<file path="src/rtl/sm_pkg.sv">
package sm_pkg;

    typedef enum logic {
        PATH_ALIKE  = 1'b0,
        PATH_UNLIKE = 1'b1
    } path_e;

    typedef struct packed {
        logic  sign_a;
        logic  sign_b;
        path_e path;
        logic  swap;
    } ctl_t;

    function automatic logic eff_sign(input logic sign, input logic sub);
        return sign ^ sub;
    endfunction

    function automatic path_e pick_path(input logic sa, input logic sb);
        return (sa == sb) ? PATH_ALIKE : PATH_UNLIKE;
    endfunction

endpackage

</file>
<file path="src/rtl/sm_split.sv">
module sm_split
    import sm_pkg::*;
#(
    parameter int N = 8,
    localparam int M = N - 1
) (
    input  logic [N-1:0] opnd_a,
    input  logic [N-1:0] opnd_b,
    input  logic         sub_en,
    output logic [M-1:0] mag_a,
    output logic [M-1:0] mag_b,
    output logic         sign_a,
    output logic         sign_b,
    output path_e        path
);
    always_comb begin
        mag_a  = opnd_a[M-1:0];
        mag_b  = opnd_b[M-1:0];
        sign_a = opnd_a[N-1];
        sign_b = eff_sign(opnd_b[N-1], sub_en);
        path   = pick_path(sign_a, sign_b);
    end
endmodule

</file>
<file path="src/rtl/sm_order.sv">
module sm_order #(
    parameter int M = 7
) (
    input  logic [M-1:0] mag_a,
    input  logic [M-1:0] mag_b,
    output logic [M-1:0] mag_big,
    output logic [M-1:0] mag_small,
    output logic         swap
);
    always_comb begin
        swap = (mag_b > mag_a);
        if (swap) begin
            mag_big   = mag_b;
            mag_small = mag_a;
        end else begin
            mag_big   = mag_a;
            mag_small = mag_b;
        end
    end
endmodule

</file>
<file path="src/rtl/sm_mag_unit.sv">
module sm_mag_unit #(
    parameter int M = 7
) (
    input  logic [M-1:0] op_x,
    input  logic [M-1:0] op_y,
    input  logic         do_sub,
    output logic [M-1:0] mag_out,
    output logic         carry_out
);
    logic [M:0]   cy;
    logic [M-1:0] y_adj;

    assign cy[0] = do_sub;
    assign y_adj = op_y ^ {M{do_sub}};

    for (genvar i = 0; i < M; i++) begin : g_bit
        logic p;
        assign p          = op_x[i] ^ y_adj[i];
        assign mag_out[i] = p ^ cy[i];
        assign cy[i+1]    = (op_x[i] & y_adj[i]) | (p & cy[i]);
    end

    assign carry_out = cy[M];
endmodule

</file>
<file path="src/rtl/sm_pack.sv">
module sm_pack
    import sm_pkg::*;
#(
    parameter int N = 8,
    localparam int M = N - 1
) (
    input  ctl_t         ctl,
    input  logic [M-1:0] mag,
    input  logic         carry,
    output logic [N-1:0] result,
    output logic         ovf,
    output logic         zero
);
    logic raw_sign;
    logic mag_zero;

    always_comb begin
        if (ctl.path == PATH_ALIKE) begin
            raw_sign = ctl.sign_a;
        end else begin
            raw_sign = ctl.swap ? ctl.sign_b : ctl.sign_a;
        end
        mag_zero = (mag == '0);
        result   = {raw_sign & ~mag_zero, mag};
        ovf      = (ctl.path == PATH_ALIKE) & carry;
        zero     = mag_zero;
    end
endmodule

</file>
<file path="src/rtl/sm_addsub.sv">
module sm_addsub
    import sm_pkg::*;
#(
    parameter int N = 8
) (
    input  logic [N-1:0] opnd_a,
    input  logic [N-1:0] opnd_b,
    input  logic         sub_en,
    output logic [N-1:0] result,
    output logic         ovf,
    output logic         zero
);
    localparam int M = N - 1;

    logic [M-1:0] mag_a, mag_b, mag_big, mag_small;
    logic [M-1:0] op_x, op_y, mag_res;
    logic         sign_a, sign_b, swap, carry;
    path_e        path;
    ctl_t         ctl;

    sm_split #(.N(N)) u_split (
        .opnd_a (opnd_a),
        .opnd_b (opnd_b),
        .sub_en (sub_en),
        .mag_a  (mag_a),
        .mag_b  (mag_b),
        .sign_a (sign_a),
        .sign_b (sign_b),
        .path   (path)
    );

    sm_order #(.M(M)) u_order (
        .mag_a     (mag_a),
        .mag_b     (mag_b),
        .mag_big   (mag_big),
        .mag_small (mag_small),
        .swap      (swap)
    );

    always_comb begin
        if (path == PATH_ALIKE) begin
            op_x = mag_a;
            op_y = mag_b;
        end else begin
            op_x = mag_big;
            op_y = mag_small;
        end
        ctl.sign_a = sign_a;
        ctl.sign_b = sign_b;
        ctl.path   = path;
        ctl.swap   = swap;
    end

    sm_mag_unit #(.M(M)) u_mag (
        .op_x      (op_x),
        .op_y      (op_y),
        .do_sub    (path == PATH_UNLIKE),
        .mag_out   (mag_res),
        .carry_out (carry)
    );

    sm_pack #(.N(N)) u_pack (
        .ctl    (ctl),
        .mag    (mag_res),
        .carry  (carry),
        .result (result),
        .ovf    (ovf),
        .zero   (zero)
    );
endmodule

</file>
<file path="config.mk">
export PLATFORM = sky130hd
export DESIGN_NAME = sm_addsub
export DESIGN_NICKNAME = d
export VERILOG_FILES = /design/src/rtl/sm_pkg.sv /design/src/rtl/sm_split.sv /design/src/rtl/sm_order.sv /design/src/rtl/sm_mag_unit.sv /design/src/rtl/sm_pack.sv /design/src/rtl/sm_addsub.sv
export SDC_FILE = /design/constraint.sdc
export NUM_CORES = 1
export LEC_CHECK = 0
export CELL_PAD_IN_SITES_DETAIL_PLACEMENT = 0
export CELL_PAD_IN_SITES_GLOBAL_PLACEMENT = 1
export CORE_MARGIN = 2
export CORE_UTILIZATION = 43
export DETAILED_ROUTE_END_ITERATION = 16
export DONT_BUFFER_PORTS = 1
export PLACE_DENSITY_LB_ADDON = 0.1
export SYNTH_ARGS = -nofsm -noshare
export SYNTH_HDL_FRONTEND = slang
export SYNTH_SLANG_ARGS = --single-unit
</file>
<file path="constraint.sdc">
create_clock -name vclk -period 5.9
set_input_delay 0.885 -clock vclk [all_inputs]
set_output_delay 0.885 -clock vclk [all_outputs]
set_load 0.01 [all_outputs]
</file>
==> out/summary.json <==
{
  "outcome": "complete, but fails checks",
  "violated_checks": "negative setup slack",
  "detailed_place.area_um2": 852.1,
  "post_drt_wl_per_cell_um": 13.04,
  "grt_pass1_vias": 549,
  "route.antenna.remaining_nets": 0,
  "multi_input_area_um2": 695.7,
  "synth-simple-area-share_pct": 25.05,
  "number_of_max_cap_violations": 0,
  "place.port_buffers": 0,
  "path_max_fanout": 3,
  "slowest_cp_cell": "sky130_fd_sc_hd__fa_1",
  "design.seq.count": 0,
  "dieArea_um2": 1747,
  "gr-usage-met1_pct": 25.07,
  "groute.layer.met3.usage_pct": 2.174,
  "diodes": 0,
  "ctsHoldBuffers": 0,
  "sequence_of_cells_on_the_critical_path": "inv_8, ha_4, nand4_1, or3_4, nor3b_4, mux2_4, fa_2, fa_2, fa_2, fa_2, fa_2, fa_1, or4_4, nor4_4, buf_4",
  "detailedPlacementHpwl_um": 1219,
  "drive_above_1_share_pct": 55.06,
  "clockBufferCount": 0,
  "synth_commonest_cells": "sky130_fd_sc_hd__nand2_1, sky130_fd_sc_hd__nor2_1, sky130_fd_sc_hd__inv_1",
  "i_o_pins": 27,
  "grt_setup_unrepaired": "true",
  "sequential_element_share_of_the_synthesized_area_pct": 0,
  "synthDistinctLibCells": 25,
  "timing.final.crit_share_pct": 105.5,
  "syn_avg_cell_area_um2": 7.876,
  "critPathLaunchType": "input pin",
  "met2_demand_to_capacity_share_in_global_routing_pct": 26.88,
  "timing.slew.headroom_pct": 65.44,
  "grt_start_max_net_pins": 15,
  "rows": 13,
  "number_of_antenna_violations_at_the_first_check_in_global_routing": 0,
  "die_h_um": 41.80,
  "synth-warning-count": 0,
  "grt_first_pass_wirelength_um": 2366,
  "hold_viol": 0,
  "tightestPinTransition_ns": 0.5119,
  "width_of_the_die_um": 41.80,
  "post_drt_via_cell_ratio": 5.712,
  "number_of_filler_instances_in_the_final_layout": 110,
  "crit_path_end_kind": "primary output",
  "route.vias.total": 594,
  "report.final.setup_viol": 2,
  "ir_worst_vdd_mv": 0.1317,
  "synthToLayoutAreaGrowth_pct": 42.36,
  "finish.instance_area_um2": 874.6,
  "combinational_family_with_the_most_area_after_synthesis": "adder cells",
  "synthesis.area_um2": 614.3,
  "worstPathArrival_ns": 5.34,
  "synth_xor_xnor_area_share_pct": 5.295,
  "yosys.area_share.adder_pct": 33.81,
  "global_route_total_overflow": 0,
  "global_route.usage.total_pct": 16.67,
  "nets": 121,
  "worstPathRequired_ns": 5.02,
  "synthMuxAreaShare_pct": 12.63,
  "core_region_area_um2": 1318,
  "routabilityCongestion": 0.7252,
  "reg_area_um2": 0,
  "holdWs_ns": 1.992,
  "synth_compound_area_share_pct": 15.68,
  "mappedNetlistNets": 108,
  "wirelength_um": 1356,
  "cellLeakagePower_nw": 0.3333,
  "busiest_layer": "met2",
  "dr.first_iter.drc_count": 4,
  "drc_errors": 0,
  "final_period_minus_worst_setup_slack_ns": 6.223,
  "worst_path_most_repeated_cell": "sky130_fd_sc_hd__fa_2",
  "fmax_mhz": 160.7,
  "final.setup.worst_slack_ns": -0.3228,
  "synthDominantCellAreaShare_pct": 19.55,
  "power_density_nw_per_um2": 194.2,
  "dr.pass1.iters": 4,
  "dominant_cell_by_count_in_the_synthesized_netlist": "sky130_fd_sc_hd__nand2_1",
  "biggest_area_contributors_in_the_synthesized_netlist": "sky130_fd_sc_hd__fa_1, sky130_fd_sc_hd__ha_1, sky130_fd_sc_hd__mux2_2, sky130_fd_sc_hd__nand2_1, sky130_fd_sc_hd__o311ai_0",
  "start_util_pct": 46.63,
  "worst_setup_path_category": "input pin to primary output",
  "synthDominantAreaCellType": "sky130_fd_sc_hd__fa_1",
  "slew_violations": 0,
  "min_path_type": "input pin to primary output",
  "largest_stage_delay_worst_path_ns": 0.46,
  "instance_count_of_the_mapped_netlist": 78
}
==> final cells by class <==
cell class | count | area share [%]
timing repair buffer | 14 | 12.02
tap | 15 | 2.146
multi-input combinational | 67 | 79.54
inverter | 8 | 6.295
==> cells in the final DEF, fill, tap and decap left out, types with 2 or more instances in the layout <==
| cell | n |
|---|---|
| sky130_fd_sc_hd__a21oi_1 | 2 |
| sky130_fd_sc_hd__a21oi_2 | 2 |
| sky130_fd_sc_hd__buf_4 | 14 |
| sky130_fd_sc_hd__fa_2 | 5 |
| sky130_fd_sc_hd__ha_4 | 6 |
| sky130_fd_sc_hd__inv_2 | 3 |
| sky130_fd_sc_hd__inv_4 | 2 |
| sky130_fd_sc_hd__mux2_2 | 5 |
| sky130_fd_sc_hd__nand2_1 | 14 |
| sky130_fd_sc_hd__nor2_1 | 8 |
| sky130_fd_sc_hd__nor2_2 | 2 |
| sky130_fd_sc_hd__o311ai_0 | 6 |
==> worst max-delay path, delay by kind of cell <==
kind | cells | cell delay (ns)
adder cells (fa/ha/maj) | 7 | 2.46
AND/OR/NAND/NOR | 5 | 1.47
multiplexers | 1 | 0.32
buffers and inverters | 2 | 0.19
==> power by group <==
part | internal, mW | switching, mW
Combinational | 0.0868 | 0.0830
Clock | 0 | 0
Sequential | 0 | 0
Total | 0.0868 | 0.0830
==> logic make-up after synthesis <==
| group | Yosys count |
|---|---|
| adders and majority gates | 13 |
| muxes | 7 |
| AOI/OAI and AO/OA | 13 |
| and+or+nand+nor | 32 |
| xor gates and xnor gates | 2 |
| buffers and inverters | 11 |
==> through the flow <==
step	instances	power, mW	setup slack [ns]	setup TNS, ns	util, %
6_report	104	0.1698	-0.3228	-0.5563	66.38
5_1_grt	104	0.1892	-0.4510	-0.8122	66.38
3_5_place_dp	102	0.1649	-0.3263	-0.5640	64.67
3_3_place_gp	102	0.1649	-0.2790	-0.4714	64.67
2_1_floorplan	78	0.1209	-0.2567	-0.4260	-
4_1_cts	103	0.1708	-0.3329	-0.5890	65.24
==> per-layer routing <==
| layer | wire length, um | share of wire, % |
|---|---|---|
| met5 | 0 | 0 |
| met2 | 635 | 47 |
| met1 | 611 | 45 |
| met4 | 0 | 0 |
| met3 | 109 | 8.0 |
==> worst paths after layout <==
| check | from | endpoint | slack, ns | cells past startpoint |
|---|---|---|---|---|
| hold / removal | opnd_a[7] | result[7] | 1.99 | 2 |
| setup / recovery | opnd_a[4] | zero | -0.32 | 15 |
==> what timing repair did <==
action / CTS / global route
endpoints found under the setup margin: 2 / 2
pin swaps: 1 / 6
resized for setup: 0 / 3
buffers inserted: 1 / 1
No activity file was read; power rests on OpenSTA's default activity.
